`config.mk`:
```
export PLATFORM = sky130hd
export DESIGN_NAME = dma_loop_ctrl
export DESIGN_NICKNAME = d
export VERILOG_FILES = /design/src/rtl/dlc_pkg.sv /design/src/rtl/dlc_stall_timer.sv /design/src/rtl/dlc_beat_seq.sv /design/src/rtl/dlc_iter_unit.sv /design/src/rtl/dma_loop_ctrl.sv
export SDC_FILE = /design/constraint.sdc
export NUM_CORES = 1
export LEC_CHECK = 0
export BUFFER_PORTS_ARGS = -buffer_cell sky130_fd_sc_hd__buf_2
export CAP_MARGIN = 20
export CORE_ASPECT_RATIO = 1.1
export CORE_UTILIZATION = 58
export DETAILED_ROUTE_END_ITERATION = 8
export HOLD_SLACK_MARGIN = 0.15
export PLACE_DENSITY = 0.95
export SYNTH_ARGS = -nofsm -noshare
export SYNTH_HDL_FRONTEND = slang
export SYNTH_SLANG_ARGS = --single-unit
```
`constraint.sdc`:
```
create_clock -name clk -period 5.16 [get_ports clk]
set_input_delay 0.258 -clock clk [delete_from_list [all_inputs] [get_ports clk]]
set_output_delay 0.258 -clock clk [all_outputs]
set_load 0.005 [all_outputs]
```
`src/rtl/dlc_pkg.sv`:
```
package dlc_pkg;
  typedef enum logic [1:0] {ST_IDLE, ST_BEAT, ST_STALL} seq_st_t;

  localparam logic [1:0] LK_MINOR = 2'd1;
  localparam logic [1:0] LK_MAJOR = 2'd2;

  localparam logic [1:0] BW_SHORT = 2'd2;
  localparam logic [1:0] BW_LONG  = 2'd3;
endpackage

```
`src/rtl/dlc_stall_timer.sv`:
```
module dlc_stall_timer #(
  parameter int ST_W = 4
) (
  input  logic            clk,
  input  logic            rst_n,
  input  logic            load,
  input  logic [ST_W-1:0] load_val,
  output logic            expire
);
  logic [ST_W-1:0] cnt_q, cnt_d;

  always_comb begin
    if (load)
      cnt_d = load_val;
    else if (cnt_q != '0)
      cnt_d = cnt_q - 1'b1;
    else
      cnt_d = cnt_q;
  end

  always_ff @(posedge clk or negedge rst_n) begin
    if (!rst_n) cnt_q <= '0;
    else        cnt_q <= cnt_d;
  end

  assign expire = (cnt_q == ST_W'(1));
endmodule

```
`src/rtl/dlc_beat_seq.sv`:
```
module dlc_beat_seq
  import dlc_pkg::*;
#(
  parameter int NB_W        = 10,
  parameter int BEAT_BYTES  = 4,
  parameter int STALL_SHORT = 4,
  parameter int STALL_LONG  = 8
) (
  input  logic            clk,
  input  logic            rst_n,
  input  logic            start_ok,
  input  logic            beat_done,
  input  logic            restart,
  input  logic [NB_W-1:0] cfg_nbytes,
  input  logic [1:0]      cfg_bwc,
  output logic            beat_req,
  output logic            minor_end,
  output logic            busy
);
  localparam int ST_W = $clog2(STALL_LONG + 1);
  localparam logic [NB_W-1:0] BEAT_V = NB_W'(BEAT_BYTES);

  seq_st_t         st_q, st_d;
  logic [NB_W-1:0] left_q, left_d;
  logic            left_en;
  logic            tmr_load, tmr_expire;
  logic [ST_W-1:0] stall_len;
  logic            last_beat;

  always_comb begin
    case (cfg_bwc)
      BW_SHORT: stall_len = ST_W'(STALL_SHORT);
      BW_LONG:  stall_len = ST_W'(STALL_LONG);
      default:  stall_len = '0;
    endcase
  end

  assign last_beat = (left_q == BEAT_V);
  assign minor_end = (st_q == ST_BEAT) && beat_done && last_beat;

  always_comb begin
    st_d     = st_q;
    left_d   = left_q;
    left_en  = 1'b0;
    tmr_load = 1'b0;
    case (st_q)
      ST_IDLE: begin
        if (start_ok) begin
          st_d    = ST_BEAT;
          left_d  = cfg_nbytes;
          left_en = 1'b1;
        end
      end
      ST_BEAT: begin
        if (beat_done) begin
          if (last_beat) begin
            if (restart) begin
              left_d  = cfg_nbytes;
              left_en = 1'b1;
            end else begin
              st_d = ST_IDLE;
            end
          end else begin
            left_d  = left_q - BEAT_V;
            left_en = 1'b1;
            if (stall_len != '0) begin
              st_d     = ST_STALL;
              tmr_load = 1'b1;
            end
          end
        end
      end
      ST_STALL: begin
        if (tmr_expire) st_d = ST_BEAT;
      end
      default: st_d = ST_IDLE;
    endcase
  end

  always_ff @(posedge clk or negedge rst_n) begin
    if (!rst_n) st_q <= ST_IDLE;
    else        st_q <= st_d;
  end

  always_ff @(posedge clk or negedge rst_n) begin
    if (!rst_n)       left_q <= '0;
    else if (left_en) left_q <= left_d;
  end

  dlc_stall_timer #(.ST_W(ST_W)) u_tmr (
    .clk      (clk),
    .rst_n    (rst_n),
    .load     (tmr_load),
    .load_val (stall_len),
    .expire   (tmr_expire)
  );

  assign beat_req = (st_q == ST_BEAT);
  assign busy     = (st_q != ST_IDLE);


  stall_gap_chk: assert property (@(posedge clk) disable iff (!rst_n)
    (beat_req && beat_done && !last_beat && stall_len != '0) |=> !beat_req);


  self_restart_chk: assert property (@(posedge clk) disable iff (!rst_n)
    (minor_end && restart) |=> beat_req);
endmodule

```
`src/rtl/dlc_iter_unit.sv`:
```
module dlc_iter_unit
  import dlc_pkg::*;
#(
  parameter int IT_W = 9,
  parameter int CH_W = 4
) (
  input  logic            clk,
  input  logic            rst_n,
  input  logic            start_ok,
  input  logic            minor_end,
  input  logic            done_clr,
  input  logic [IT_W-1:0] cfg_biter,
  input  logic [1:0]      cfg_link_mode,
  input  logic [CH_W-1:0] cfg_link_ch,
  input  logic [CH_W-1:0] cfg_self_ch,
  input  logic            cfg_contlink,
  input  logic            cfg_int_major,
  input  logic            cfg_int_half,
  input  logic            cfg_auto_stop,
  output logic            first,
  output logic            restart,
  output logic [IT_W-1:0] citer,
  output logic            done,
  output logic            link_req,
  output logic [CH_W-1:0] link_ch,
  output logic            int_major,
  output logic            int_half,
  output logic            req_off
);
  logic [IT_W-1:0] citer_q, citer_d, cit_next;
  logic            citer_en;
  logic            first_q, done_q;
  logic            exhaust, self_loop, major_evt, link_fire, half_hit;
  logic            link_q, imaj_q, ihalf_q, roff_q;
  logic [CH_W-1:0] lch_q;

  assign cit_next  = citer_q - 1'b1;
  assign exhaust   = (cit_next == '0);
  assign self_loop = cfg_contlink && (cfg_link_mode == LK_MINOR) &&
                     (cfg_link_ch == cfg_self_ch) && !exhaust;
  assign restart   = minor_end && self_loop;
  assign major_evt = minor_end && exhaust;
  assign link_fire = minor_end && (((cfg_link_mode == LK_MINOR) && !self_loop) ||
                                   ((cfg_link_mode == LK_MAJOR) && exhaust));
  assign half_hit  = minor_end && cfg_int_half && (cfg_biter >= IT_W'(2)) &&
                     (cit_next == (cfg_biter >> 1));

  always_comb begin
    citer_en = 1'b0;
    citer_d  = citer_q;
    if (start_ok && first_q) begin
      citer_en = 1'b1;
      citer_d  = cfg_biter;
    end else if (minor_end) begin
      citer_en = 1'b1;
      citer_d  = exhaust ? cfg_biter : cit_next;
    end
  end

  always_ff @(posedge clk or negedge rst_n) begin
    if (!rst_n)        citer_q <= '0;
    else if (citer_en) citer_q <= citer_d;
  end

  always_ff @(posedge clk or negedge rst_n) begin
    if (!rst_n)         first_q <= 1'b1;
    else if (major_evt) first_q <= 1'b1;
    else if (start_ok)  first_q <= 1'b0;
  end

  always_ff @(posedge clk or negedge rst_n) begin
    if (!rst_n)         done_q <= 1'b0;
    else if (major_evt) done_q <= 1'b1;
    else if (done_clr)  done_q <= 1'b0;
  end

  always_ff @(posedge clk or negedge rst_n) begin
    if (!rst_n) begin
      link_q  <= 1'b0;
      imaj_q  <= 1'b0;
      ihalf_q <= 1'b0;
      roff_q  <= 1'b0;
    end else begin
      link_q  <= link_fire;
      imaj_q  <= major_evt && cfg_int_major;
      ihalf_q <= half_hit;
      roff_q  <= major_evt && cfg_auto_stop;
    end
  end

  always_ff @(posedge clk or negedge rst_n) begin
    if (!rst_n)         lch_q <= '0;
    else if (link_fire) lch_q <= cfg_link_ch;
  end

  assign first     = first_q;
  assign citer     = citer_q;
  assign done      = done_q;
  assign link_req  = link_q;
  assign link_ch   = lch_q;
  assign int_major = imaj_q;
  assign int_half  = ihalf_q;
  assign req_off   = roff_q;


  citer_reload_chk: assert property (@(posedge clk) disable iff (!rst_n)
    major_evt |=> (citer_q == $past(cfg_biter)) && done_q);


  done_hold_chk: assert property (@(posedge clk) disable iff (!rst_n)
    (done_q && !done_clr) |=> done_q);


  major_irq_chk: assert property (@(posedge clk) disable iff (!rst_n)
    imaj_q |-> (done_q && first_q));


  req_off_chk: assert property (@(posedge clk) disable iff (!rst_n)
    roff_q |-> (done_q && !$past(roff_q)));
endmodule

```
`src/rtl/dma_loop_ctrl.sv`:
```
module dma_loop_ctrl #(
  parameter int NB_W        = 10,
  parameter int IT_W        = 9,
  parameter int CH_W        = 4,
  parameter int BEAT_BYTES  = 4,
  parameter int STALL_SHORT = 4,
  parameter int STALL_LONG  = 8
) (
  input  logic            clk,
  input  logic            rst_n,
  input  logic            hw_req,
  input  logic            sw_start,
  input  logic            beat_done,
  input  logic            done_clr,
  input  logic [NB_W-1:0] cfg_nbytes,
  input  logic [IT_W-1:0] cfg_biter,
  input  logic [1:0]      cfg_bwc,
  input  logic [1:0]      cfg_link_mode,
  input  logic [CH_W-1:0] cfg_link_ch,
  input  logic [CH_W-1:0] cfg_self_ch,
  input  logic            cfg_contlink,
  input  logic            cfg_int_major,
  input  logic            cfg_int_half,
  input  logic            cfg_auto_stop,
  output logic            beat_req,
  output logic [IT_W-1:0] citer,
  output logic            done,
  output logic            link_req,
  output logic [CH_W-1:0] link_ch,
  output logic            int_major,
  output logic            int_half,
  output logic            req_off,
  output logic            cfg_err
);
  localparam logic [NB_W-1:0] ALIGN_MASK = NB_W'(BEAT_BYTES - 1);

  logic busy, first, restart, minor_end;
  logic start_req, cfg_bad, start_ok;
  logic err_q;

  assign start_req = (hw_req || sw_start) && !busy;
  assign cfg_bad   = (cfg_nbytes == '0) || ((cfg_nbytes & ALIGN_MASK) != '0) ||
                     (first && (cfg_biter == '0));
  assign start_ok  = start_req && !cfg_bad;

  always_ff @(posedge clk or negedge rst_n) begin
    if (!rst_n) err_q <= 1'b0;
    else        err_q <= start_req && cfg_bad;
  end
  assign cfg_err = err_q;

  dlc_beat_seq #(
    .NB_W(NB_W), .BEAT_BYTES(BEAT_BYTES),
    .STALL_SHORT(STALL_SHORT), .STALL_LONG(STALL_LONG)
  ) u_seq (
    .clk        (clk),
    .rst_n      (rst_n),
    .start_ok   (start_ok),
    .beat_done  (beat_done),
    .restart    (restart),
    .cfg_nbytes (cfg_nbytes),
    .cfg_bwc    (cfg_bwc),
    .beat_req   (beat_req),
    .minor_end  (minor_end),
    .busy       (busy)
  );

  dlc_iter_unit #(.IT_W(IT_W), .CH_W(CH_W)) u_iter (
    .clk           (clk),
    .rst_n         (rst_n),
    .start_ok      (start_ok),
    .minor_end     (minor_end),
    .done_clr      (done_clr),
    .cfg_biter     (cfg_biter),
    .cfg_link_mode (cfg_link_mode),
    .cfg_link_ch   (cfg_link_ch),
    .cfg_self_ch   (cfg_self_ch),
    .cfg_contlink  (cfg_contlink),
    .cfg_int_major (cfg_int_major),
    .cfg_int_half  (cfg_int_half),
    .cfg_auto_stop (cfg_auto_stop),
    .first         (first),
    .restart       (restart),
    .citer         (citer),
    .done          (done),
    .link_req      (link_req),
    .link_ch       (link_ch),
    .int_major     (int_major),
    .int_half      (int_half),
    .req_off       (req_off)
  );


  cfg_err_chk: assert property (@(posedge clk) disable iff (!rst_n)
    err_q |-> !beat_req);


  busy_start_chk: assert property (@(posedge clk) disable iff (!rst_n)
    (beat_req && !beat_done) |=> beat_req);
endmodule

```
== Word-level counts from Yosys, hierarchy flattened ==
Cells that the tools add are included.
Widths: inputs -> output; s select.

* Bits of input ports: 41
* Logic and storage cells: 109
* Register bits after elaboration: 36

* Equal/unequal tests: 16
* Order comparisons: 1
* $add $sub $neg: 3
* Reductions and logical operators: 44
* Multiplexer cells: 33

{| class="wikitable"
|+ Operators with widths
! operator !! count
|-
| $mux 10 || 4
|-
| $mux 9 || 3
|-
| $logic_and 1x1->1 || 20
|-
| $pmux 10 s2 || 1
|-
| $logic_not 9->1 || 2
|-
| $mux 1 || 14
|-
| $mux 2 || 6
|-
| $reduce_bool 2->1 || 6
|-
| $eq 10x3->1 const B || 1
|-
| $logic_not 10->1 || 1
|-
| $reduce_and 5->1 || 2
|-
| $reduce_bool 10->1 || 1
|-
| $sub 10x3->10 const B || 1
|-
| $eq 9x8->1 || 1
|-
| $ge 9x2->1 const B || 1
|-
| $sub 9x1->9 const B || 1
|-
| $eq 2x2->1 const B || 4
|-
| $mux 4 || 2
|-
| $pmux 4 s2 || 1
|-
| $reduce_bool 4->1 || 2
|-
| $ne 3x3->1 const B || 2
|-
| $pmux 2 s3 || 1
|-
| $eq 2x1->1 const B || 2
|-
| $eq 4x1->1 const B || 1
|-
| other kinds (10) || 17
|}

== Longest topological paths before layout ==
Gate-level depths: netlist of the first run.

* Word-level depth: 10
* Gate-level depth with buffers: 10

== Cells and area by module ==
A second synthesis of the first run with hierarchy kept.

* Cells, all modules: 273
* Area, all modules: 2,538.7 µm²

{| class="wikitable"
|+ Modules (own cells, without submodules)
! module !! seq. area each (µm²) !! area an instance (µm²) !! instances !! cells an instance
|-
| dlc_iter_unit || 476.7 || 1,302.5 || 1 || 144
|-
| dlc_beat_seq || 300.3 || 870.8 || 1 || 95
|-
| dlc_stall_timer || 100.1 || 265.3 || 1 || 24
|-
| dma_loop_ctrl || 25.0 || 100.1 || 1 || 10
|}

== Least setup slack after synthesis of the first run ==
OpenSTA, ideal clock, no wires.

* Kind: register to register
* From: register u_iter.citer_q[0], in the netlist u_iter.citer[0]
* To: register u_iter.citer_q[7], in the netlist u_iter.citer[7]
* Data required time: 5.039 ns
* Period minus slack after synthesis: 2.744 ns
* Cell stages (with the launch flop): 9
* Path slack: 2.416 ns
* Path buffers: 0
* Arrival time: 2.623 ns
* Cells stage by stage: dfrtp_1 > inv_1 > ha_1 > or3b_4 > nor4_1 > nor4_2 > a22oi_2 > mux2_2 > o22a_1

* Longest elaborated chain between the ends: 5

{| class="wikitable"
|+ Ends and longest elaborated chain
! what !! RTL line !! RTL
|-
| start, declared || dlc_iter_unit.sv:30 || <nowiki>logic [IT_W-1:0] citer_q, citer_d, cit_next;</nowiki>
|-
| start signal, assigned || dlc_iter_unit.sv:62 || <nowiki>else if (citer_en) citer_q <= citer_d;</nowiki>
|-
| $sub 9x1->9 (*) || dlc_iter_unit.sv:37 || <nowiki>assign cit_next = citer_q - 1'b1;</nowiki>
|-
| $logic_not 9->1 || dlc_iter_unit.sv:38 || <nowiki>assign exhaust = (cit_next == '0);</nowiki>
|-
| $mux 9 (*) || dlc_iter_unit.sv:56 || <nowiki>citer_d = exhaust ? cfg_biter : cit_next;</nowiki>
|-
| $mux 9 (*) || dlc_iter_unit.sv:54 || <nowiki>end else if (minor_end) begin</nowiki>
|-
| $mux 9 (*) || dlc_iter_unit.sv:51 || <nowiki>if (start_ok && first_q) begin</nowiki>
|}

Every way passes the cells marked *; elsewhere a longest branch is shown, timed or not. The select of a mux whose other input is x is not followed.
A chain may end at the register's enable or synchronous reset.

== Worst setup path in the final report of the first run ==
Ends and elaborated chain as after synthesis.

==> results of run 1 <==
[state kept, by name, indices dropped and copies added (netlist names)]
signal	flops
cfg_err	1
u_iter.citer	9
u_iter.done	1
u_iter.first	1
u_iter.int_half	1
u_iter.int_major	1
u_iter.link_ch	4
u_iter.link_req	1
u_iter.req_off	1
u_seq.left_q	10
u_seq.st_q	2
u_seq.u_tmr.cnt_q	4
[layout by cell type, fill, tap and decap left out, types with 10 or more instances in the layout]
cell     count
nand2_1     28
o21ai_0     27
a21oi_1     22
nor2_1      16
nand3_1     13
nor3_1      10
dfrtp_1     35
buf_2       60
[worst reg2reg max path: cells and delay by family (launching register included)]
| kind | cells | cell delay (ns) |
|---|---|---|
| flops | 1 | 0.47 |
| buf+inv | 1 | 0.14 |
| compound gates | 2 | 0.70 |
| fa+ha+maj | 1 | 0.28 |
| mux | 1 | 0.39 |
| simple gates | 3 | 1.05 |
[per-stage QoR]
step / power (mW) / setup WS, ns / cell area, um^2
after detailed placement: 0.857 / 2.09 / 2870
after global placement: 0.835 / 2.24 / 2870
after CTS: 1.05 / 2.04 / 2960
after global routing: 1.13 / 1.83 / 2960
final: 1.06 / 2.02 / 2960
after floorplan: 0.731 / 2.42 / 2560
[power groups by stage]
stage               Sequential [mW]  Combinational [mW]  Clock [mW]
floorplan                     0.409               0.322           0
global placement              0.424               0.411           0
detailed placement            0.428               0.428           0
CTS                           0.424               0.432       0.197
global route                  0.435               0.492       0.205
finish                        0.428               0.439       0.192
[timing repair]
| item | in CTS | in global routing |
|---|---|---|
| hold buffers | 1 | 0 |
| endpoints found under the setup margin | 0 | 0 |
| hold endpoints to repair | 35 | 0 |
[final cells by class]
type                       instances  area, um^2
timing repair buffer              62         318
sequential                        36         902
inverter                           9        33.8
tap                               52        65.1
fill                             310        1120
multi-input combinational        240        1560
clock inverter                     1        5.00
clock buffer                       7        76.3
[kinds of logic (layout without fill, tap and decap cells)]
| logic type | Yosys count | count (layout) | synth area share |
|---|---|---|---|
| adder cells (fa/ha/maj) | 7 | 7 | 0.0342 |
| multiplexers | 6 | 6 | 0.0264 |
| flip-flops | 36 | 36 | 0.352 |
| XOR/XNOR | 15 | 15 | 0.0513 |
| buffers and inverters | 24 | 79 | 0.0376 |
| AND/OR/NAND/NOR | 123 | 123 | 0.261 |
| AO/OA/AOI/OAI | 89 | 89 | 0.238 |
[layer usage]
| layer | track usage | vias up | routed length, um |
|---|---|---|---|
| li1 | - | 1220 | - |
| met1 | 0.382 | 1175 | 2670 |
| met2 | 0.507 | 158 | 3170 |
| met3 | 0.0446 | 20 | 501 |
| met4 | 0.114 | 0 | 111 |
| met5 | 0 | - | 0 |
[how the worst min path moves through the flow]
stage / start / to / slack, ns / depth (start not counted)
3_5_place_dp: rst_n / u_seq.u_tmr.cnt_q[1]$_DFFE_PN0P_ / 0.40 / 1
2_1_floorplan: rst_n / cfg_err$_DFF_PN0_ / -0.04 / 0
3_3_place_gp: rst_n / u_seq.u_tmr.cnt_q[2]$_DFFE_PN0P_ / 0.39 / 1
6_report: cfg_bwc[1] / u_seq.u_tmr.cnt_q[0]$_DFFE_PN0P_ / 0.17 / 2
4_1_cts: cfg_bwc[1] / u_seq.u_tmr.cnt_q[0]$_DFFE_PN0P_ / 0.17 / 2
5_1_grt: cfg_bwc[1] / u_seq.u_tmr.cnt_q[0]$_DFFE_PN0P_ / 0.19 / 2
[cell usage after synthesis, types with 2 or more instances]
| master | number |
|---|---|
| and2_1 | 7 |
| a22oi_1 | 4 |
| nor2b_1 | 6 |
| a21o_1 | 3 |
| or4_1 | 2 |
| xor2_1 | 6 |
| dfrtp_1 | 35 |
| nand2b_1 | 7 |
| o22ai_1 | 2 |
| xnor2_1 | 9 |
| inv_1 | 9 |
| a21oi_1 | 22 |
| o21ai_0 | 27 |
| or3_1 | 5 |
| a32o_1 | 2 |
| buf_2 | 5 |
| a31oi_1 | 2 |
| a311o_1 | 5 |
| clkbuf_1 | 10 |
| mux2_2 | 2 |
| nand2_1 | 28 |
| nor4_1 | 9 |
| mux2i_1 | 3 |
| o22a_1 | 2 |
| o211ai_1 | 2 |
| nor2_1 | 16 |
| ha_1 | 7 |
| a211o_1 | 3 |
| a21boi_1 | 2 |
| nand4_1 | 7 |
| nor3_1 | 10 |
| nand3_1 | 13 |
| and3_1 | 3 |
==> metrics.md, run 1 <==
| Metric | Value |
|---|---|
| Synth unique cells | 58 |
| Worst-Margin Slew | 0.798 ns |
| Die ar. | 4690 um^2 |
| P&R area growth vs syn | 15.7% |
| Crit path largest cell delay | 0.51 ns |
| P_int | 640 uW |
| Arrival time at the worst endpoint | 3.31 ns |
| CTS Buf Count | 5 |
| Cell taking the most area after synthesis | dfrtp_1 |
| Final setup TNS | 0 ns |
| Final period util | 0.609 |
| Total gr overflow | 0 |
| CP Launch Type | register |
| Layout net count | 402 |
| Crit-path max FO | 9 |
| Critical path capture point type | register |
| Clock power share | 0.182 |
| Sequential fraction of the synthesis area | 0.352 |
| Setup crit start | u_iter.citer[0]$_DFFE_PN0P_ |
| Clock Sinks | 36 |
| Outcome | finished, final reports clean |
| # diodes | 0 |
| Wirelength per Cell | 15.9 um |
| Initial antenna violation count | 0 |
| Clock Latency Late Sink | 0.29 ns |
| Worst rel slew slack | 0.468 |
| Sw Ratio | 0.395 |
| Clk_skew | 0.0121 ns |
| Drt first pass iters | 6 |
| Post-synthesis async set-or-reset flop share | 1.00 |
| R2R Path End | u_iter.citer[7]$_DFFE_PN0P_ |
| GRT Util Overall | 0.299 |
| Worst hold path class | in2reg |
| Clk slew on worst S/H paths | 0.08 ns |
| Fmax | 0.318 GHz |
| Hpwl dp | 4.78 mm |
| Vias in the first global route | 2,477 |
| Starting density of the core | 0.627 |
| Critical Path End | u_iter.citer[7]$_DFFE_PN0P_ |
| Final hold violation count | 0 |
| P per Cell Area | 357 nW/um^2 |
| WL final | 6.45 mm |
| Core area | 4080 um^2 |
| Top Ports | 61 |
| Hold_ws | 0.175 ns |
| Flop-to-flop setup slack | 2.02 ns |
| Peak VDD IR | 0.222 mV |
| Min cycle time layout | 3.14 ns |
| Setup bufs post-CTS | 0 |
| Synth Register Bits | 36 |
| Vias/cell | 6.32 |
| LEAKAGE | 1.31 nW |
| Number of flops mapped to enable cells by yosys | 0 |
| Logic pwr share | 0.414 |
| Avg Inst Size Synth | 8.54 um^2 |
| Largest net degree at the start of global routing | 37 |
| Final setup vio count | 0 |
| First-pass GRT wire length | 10.8 mm |
| Worst path bufs/invs | 1 |
| DRC Markers | 0 |
| Setup Crit Path Kind | reg2reg |
| Main flop type after synthesis | dfrtp_1 |
| Cells after DPL | 398 |
| Final cell count without fillers | 407 |
| Syn Inst Count | 300 |
| Final ANT Viol Nets | 0 |
| Placer Congestion | 0.923 |
| R2R depth | 8 |
| Unrepaired setup endpoints after global routing | false |
| Slowest CP cell | a22oi_2 |
| Htree depth | 2 |
| 1st-iter DRT viols | 322 |
| CP Cell Sequence | inv_1 -> ha_1 -> or3b_4 -> nor4_1 -> nor4_2 -> a22oi_2 -> mux2_2 -> o22a_1 |
| Post-CTS sizing | 0 |
| Stages on worst setup path | 8 |
| Top delay family on crit path | simple AND/OR/NAND/NOR gates |
| Post-synth top area share | 0.342 |
| Final slew viol count | 0 |
| Max_cap viols | 0 |
| Num rows | 24 |
| Share of post-route cells with drive strength above 1 | 0.225 |
| Synth area leaders | dfrtp_1, o21ai_0, a21oi_1, nand2_1, ha_1 |
| Die width | 65.4 um |
| Clock buffer depth | 2 |
| CTS tree | built |
| Fin util | 0.726 |
| Die Y | 71.7 um |
| Flop pwr share | 0.404 |
| Root Buffer | clkbuf_8 |
| Port Buffers | 60 |
| Switching power total | 418 uW |
| Yosys warning count | 0 |
| Reg2reg start | u_iter.citer[0]$_DFFE_PN0P_ |
| Syn_nets | 348 |
| Vias after detailed routing | 2,573 |
| Mapped cell area | 2560 um^2 |
| Worst Path Required | 5.33 ns |
Note: power is estimated with default switching activity, not from simulation.
==> inputs of run 2 (changes only) <==
--- a/config.mk
+++ b/config.mk
@@ -8,10 +8,10 @@
 export BUFFER_PORTS_ARGS = -buffer_cell sky130_fd_sc_hd__buf_2
 export CAP_MARGIN = 20
 export CORE_ASPECT_RATIO = 1.1
-export CORE_UTILIZATION = 58
+export CORE_UTILIZATION = 49
 export DETAILED_ROUTE_END_ITERATION = 8
 export HOLD_SLACK_MARGIN = 0.15
-export PLACE_DENSITY = 0.95
+export PLACE_DENSITY = 0.89
 export SYNTH_ARGS = -nofsm -noshare
 export SYNTH_HDL_FRONTEND = slang
 export SYNTH_SLANG_ARGS = --single-unit
==> constraint.sdc (replaced) <==
create_clock -name clk -period 2.6 [get_ports clk]
set_input_delay 0.13 -clock clk [delete_from_list [all_inputs] [get_ports clk]]
set_output_delay 0.13 -clock clk [all_outputs]
set_load 0.005 [all_outputs]
==> metrics.md, run 2 (synthesis results as in run 1) <==
| Metric | Value |
|---|---|
| Outcome | complete, but fails checks |
| Failing checks | setup timing |
| First-pass GRT wire length | 12.1 mm |
| Flop-to-flop setup slack | -0.003 ns |
| Final setup TNS | -0.00538 ns |
| Min cycle time layout | 2.60 ns |
| Top Ports | 61 |
| Cell area after layout | 3340 um^2 |
| Final period util | 1.00 |
| WL final | 7.94 mm |
| Hpwl dp | 5.08 mm |
| Crit-path max FO | 7 |
| Worst path bufs/invs | 2 |
| Final worst slack | -0.00324 ns |
| Initial antenna violation count | 0 |
| P per Cell Area | 708 nW/um^2 |
| Crit path largest cell delay | 0.43 ns |
| P_int | 1.44 mW |
| Htree depth | 2 |
| Fmax | 0.384 GHz |
| Reg2reg start | u_iter.citer[0]$_DFFE_PN0P_ |
| Clock Sinks | 36 |
| Drt first pass iters | 8 |
| Vias/cell | 6.41 |
| Max_cap viols | 0 |
| Top delay family on crit path | compound AO/OA/AOI/OAI gates |
| CTS Buf Count | 5 |
| FILL cells | 378 |
| Leading cell type in the layout, fill and taps excluded | buf_2 |
| Worst Path Required | 2.83 ns |
| Logic pwr share | 0.431 |
| CP Cell Sequence | inv_2 -> ha_4 -> or3b_4 -> o32a_1 -> o32ai_4 -> a22oi_2 -> buf_4 -> a21oi_1 -> o22a_1 |
| # diodes | 0 |
| DRC Markers | 0 |
| Most frequent cells in the layout | buf_2, dfrtp_1, nand2_1 |
| R2R depth | 9 |
| Slowest CP cell | or3b_4 |
| R2R Path End | u_iter.citer[4]$_DFFE_PN0P_ |
| Port Buffers | 60 |
| Root Buffer | clkbuf_8 |
| Arrival time at the worst endpoint | 2.83 ns |
| Hold Path Depth | 3 |
| Pre-CTS setup slack | 0.0242 ns |
| Clock buffer depth | 2 |
| Largest net degree at the start of global routing | 37 |
| Cells after DPL | 421 |
| Die ar. | 5520 um^2 |
| Final cell count without fillers | 444 |
| Worst hold path class | in2reg |
| LEAKAGE | 1.48 nW |
| Starting density of the core | 0.509 |
| Vias after detailed routing | 2,845 |
| Number of flip-flops under the largest register name | 10 |
| Core area | 5030 um^2 |
| Setup Crit Path Kind | reg2reg |
| Final hold violation count | 0 |
| Setup crit start | u_iter.citer[0]$_DFFE_PN0P_ |
| Share of post-route cells with drive strength above 1 | 0.288 |
| P&R area growth vs syn | 30.5% |
| Final Power | 2.37 mW |
| Wirelength per Cell | 17.9 um |
| Peak VDD IR | 0.335 mV |
| Hold_sp | cfg_biter[0] |
| Clock Latency Late Sink | 0.30 ns |
| Die Y | 77.8 um |
| Sw Ratio | 0.390 |
| DP Area | 3030 um^2 |
| GRT Util Overall | 0.275 |
| Final ANT Viol Nets | 0 |
| Worst-Margin Slew | 0.812 ns |
| Clk_skew | 0.00892 ns |
| Fin util | 0.664 |
| Total gr overflow | 0 |
| Clk slew on worst S/H paths | 0.07 ns |
| 1st-iter DRT viols | 353 |
| Die width | 71.0 um |
| Hold Crit Endpoint | u_iter.citer[0]$_DFFE_PN0P_ |
| Num rows | 27 |
| Placer Congestion | 0.964 |
| Flop pwr share | 0.358 |
| CTS tree | built |
| Hold_ws | 0.169 ns |
| Top reg by flops | u_seq.left_q |
| Clock power share | 0.212 |
| Vias in the first global route | 2,636 |
| Worst rel slew slack | 0.459 |
| Switching power total | 923 uW |
| Final slew viol count | 0 |
| Layout net count | 433 |
| CP Launch Type | register |
| Final setup vio count | 2 |
| Critical path capture point type | register |
-- run 2: cell types whose count changed in the layout (fill, tap and decap cells not counted), sizes merged --
cell         delta
buf            +18
dlygate4sd3    +13
bufinv          +1
clkbuf          -1
-- run 2: worst max path at each step --
stage,endpoint,depth (start not counted),slack [ns]
3_5_place_dp,u_iter.link_ch[0]$_DFFE_PN0P_,9,0.02
3_3_place_gp,u_iter.link_ch[3]$_DFFE_PN0P_,9,0.06
6_report,u_iter.citer[4]$_DFFE_PN0P_,9,-0.003
5_1_grt,u_iter.citer[4]$_DFFE_PN0P_,9,-0.06
2_1_floorplan,u_seq.left_q[3]$_DFFE_PN0P_,8,0.02
4_1_cts,u_iter.link_ch[0]$_DFFE_PN0P_,9,0.007
-- run 2: cell type report --
type	count	area, um^2	share of cell area
Clock inverter	2	35.0	0.0105
Inverter	9	33.8	0.0101
Tap cell	58	72.6	0.0217
Timing Repair Buffer	93	587	0.175
Multi-Input combinational cell	240	1640	0.490
Sequential cell	36	903	0.270
Clock buffer	6	72.6	0.0217
-- run 2: routing by layer --
layer  vias up  global-route usage  wire [um]
met5         -                   0          0
met4         0               0.100        315
met3        41              0.0429        637
met2       199               0.472       3870
met1      1330               0.349       3110
li1       1275                   -          -
-- run 2: power by group through the flow --
stage / Clock, mW / Sequential (mW) / Combinational (mW)
after floorplan: 0 / 0.815 / 0.655
after global placement: 0 / 0.830 / 0.902
after detailed placement: 0 / 0.840 / 0.943
after CTS: 0.499 / 0.834 / 0.968
after global routing: 0.516 / 0.865 / 1.12
final: 0.501 / 0.846 / 1.02
-- run 2: worst reg2reg max path: stages, from the launching register on --
cell and delay (ns):
dfrtp_2 0.41, inv_2 0.08, ha_4 0.17, or3b_4 0.43, o32a_1 0.34, o32ai_4 0.24
a22oi_2 0.20, buf_4 0.21, a21oi_1 0.26, o22a_1 0.20
-- run 2: timing repair --
item                                    4_1_cts  5_1_grt
setup buffers                                 0        1
resized for setup                             0       12
hold buffers                                 14        0
endpoints found under the setup margin        0       17
endpoints found under the hold margin        50        0
==> inputs of run 3 (changes only) <==
--- a/config.mk
+++ b/config.mk
@@ -7,11 +7,13 @@
 export LEC_CHECK = 0
 export BUFFER_PORTS_ARGS = -buffer_cell sky130_fd_sc_hd__buf_2
 export CAP_MARGIN = 20
+export CELL_PAD_IN_SITES_DETAIL_PLACEMENT = 2
+export CELL_PAD_IN_SITES_GLOBAL_PLACEMENT = 2
 export CORE_ASPECT_RATIO = 1.1
-export CORE_UTILIZATION = 49
+export CORE_UTILIZATION = 28
 export DETAILED_ROUTE_END_ITERATION = 8
 export HOLD_SLACK_MARGIN = 0.15
-export PLACE_DENSITY = 0.89
+export PLACE_DENSITY = 0.87
 export SYNTH_ARGS = -nofsm -noshare
 export SYNTH_HDL_FRONTEND = slang
 export SYNTH_SLANG_ARGS = --single-unit
==> metrics.md, run 3 (synthesis results as in run 1) <==
| Metric | Value |
|---|---|
| Top Ports | 61 |
| Final cell count without fillers | 506 |
| Port Buffers | 60 |
| Sw Ratio | 0.414 |
| Die width | 93.2 um |
| First-pass GRT wire length | 15.0 mm |
| Root Buffer | clkbuf_8 |
| Hold_ws | 0.166 ns |
| Hpwl dp | 7.38 mm |
| Die ar. | 9540 um^2 |
| CP Cell Sequence | inv_4 -> ha_4 -> or3b_4 -> o32a_1 -> o32ai_4 -> a21oi_4 -> a211o_1 -> mux2_4 |
| Worst hold path class | in2reg |
| Clk slew on worst S/H paths | 0.08 ns |
| Setup Crit Path Kind | reg2reg |
| CTS Buf Count | 5 |
| Largest net degree at the start of global routing | 37 |
| Clock Latency Late Sink | 0.30 ns |
| Crit-path max FO | 6 |
| Slowest CP cell | dfrtp_2 |
| Layout net count | 439 |
| Clock buffer depth | 2 |
| Number of flip-flops under the largest register name | 10 |
| Hold Path Depth | 3 |
| # diodes | 0 |
| Leading cell type in the layout, fill and taps excluded | buf_2 |
| GRT Util Overall | 0.205 |
| Final slew viol count | 0 |
| Top delay family on crit path | compound AO/OA/AOI/OAI gates |
| Unrepaired setup endpoints after global routing | true |
| Peak VDD IR | 0.255 mV |
| Drt first pass iters | 4 |
| Clk_skew | 0.00790 ns |
| Final worst slack | 0.0620 ns |
| Reg2reg start | u_iter.citer[0]$_DFFE_PN0P_ |
| Final period util | 0.976 |
| Initial antenna violation count | 0 |
| R2R Path End | u_seq.left_q[3]$_DFFE_PN0P_ |
| P_int | 1.39 mW |
| Switching power total | 984 uW |
| Min cycle time layout | 2.54 ns |
| Cells after DPL | 481 |
| Stages on worst setup path | 8 |
| Total gr overflow | 0 |
| P per Cell Area | 689 nW/um^2 |
| Core area | 8870 um^2 |
| Critical path capture point type | register |
| CTS tree | built |
| Vias after detailed routing | 2,794 |
| CP Launch Type | register |
| Arrival time at the worst endpoint | 2.73 ns |
| WL final | 10.1 mm |
| Worst Path Required | 2.79 ns |
| Final hold violation count | 0 |
| Worst path bufs/invs | 1 |
| Flop pwr share | 0.357 |
| LEAKAGE | 1.50 nW |
| Pre-CTS setup slack | -0.0320 ns |
| Clock power share | 0.175 |
| Top reg by flops | u_seq.left_q |
| Logic pwr share | 0.468 |
| R2R depth | 8 |
| Outcome | finished, final reports clean |
| P&R area growth vs syn | 34.5% |
| Hold_sp | cfg_nbytes[6] |
| Flop-to-flop setup slack | 0.06 ns |
| Starting density of the core | 0.289 |
| Worst rel slew slack | 0.422 |
| Final Power | 2.38 mW |
| Vias in the first global route | 3,017 |
| Max_cap viols | 0 |
| Placer Congestion | 0.891 |
| Crit path largest cell delay | 0.43 ns |
| Vias/cell | 5.52 |
| Num rows | 36 |
| Final ANT Viol Nets | 0 |
| DRC Markers | 0 |
| Setup crit start | u_iter.citer[0]$_DFFE_PN0P_ |
| Worst-Margin Slew | 0.868 ns |
| Most frequent cells in the layout | buf_2, dfrtp_1, nand2_1 |
| Fmax | 0.394 GHz |
| 1st-iter DRT viols | 94 |
| Critical Path End | u_seq.left_q[3]$_DFFE_PN0P_ |
| Clock Sinks | 36 |
| Final setup vio count | 0 |
| Htree depth | 2 |
| Wirelength per Cell | 19.9 um |
| Share of post-route cells with drive strength above 1 | 0.311 |
| Die Y | 102 um |
-- run 3: power by group through the flow --
stage                     registers [mW]  logic [mW]  clock network [mW]
after detailed placement           0.847        1.06                   0
after CTS                          0.841        1.10               0.425
final                              0.848        1.11               0.415
after floorplan                    0.815       0.655                   0
after global placement             0.833       0.985                   0
after global routing               0.860        1.22               0.443
-- run 3: layout make-up --
cell class / instances / area [um^2]
clock buffers: 5 / 68.8
clock inverters: 3 / 18.8
fillers: 1025 / 5430
inverters: 9 / 36.3
multi-input cells: 240 / 1640
flip-flops and latches: 36 / 903
well taps: 114 / 143
repair buffers: 99 / 639
-- run 3: how the worst min path moves through the flow --
stage | slack (ns) | end
after floorplan | -0.17 | cfg_err$_DFF_PN0_
after global placement | 0.30 | u_seq.left_q[7]$_DFFE_PN0P_
after detailed placement | 0.30 | u_seq.left_q[7]$_DFFE_PN0P_
after CTS | 0.17 | u_seq.left_q[2]$_DFFE_PN0P_
after global routing | 0.20 | u_iter.citer[1]$_DFFE_PN0P_
final | 0.17 | u_seq.left_q[6]$_DFFE_PN0P_
-- run 3: through the flow --
step | cell area [um^2] | setup TNS [ns] | util
2_1_floorplan | 2590 | 0 | -
3_3_place_gp | 3140 | 0 | 0.354
3_5_place_dp | 3140 | -0.109 | 0.354
4_1_cts | 3370 | -0.00483 | 0.379
5_1_grt | 3450 | -0.0465 | 0.388
6_report | 3450 | 0 | 0.388
-- run 3: metal layers --
layer  track usage  share of wire  vias to the layer above  wire length (um)
met3        0.0238          0.028                       16               283
met4        0.0698          0.019                        0               196
li1              -              -                     1297                 -
met2         0.402           0.54                       62              5400
met5             0              0                        -                 0
met1         0.227           0.42                     1419              4200
-- run 3: tightest hold or removal path: stages --
cell	delay [ns]
buf_2	0.09
a21oi_1	0.07
a22oi_1	0.13
-- run 3: repair_timing --
action	in CTS	in global routing
pin swaps	2	6
endpoints found under the setup margin	13	20
hold buffers	12	0
resized for setup	5	11
hold endpoints to repair	48	0
buffers inserted	0	5
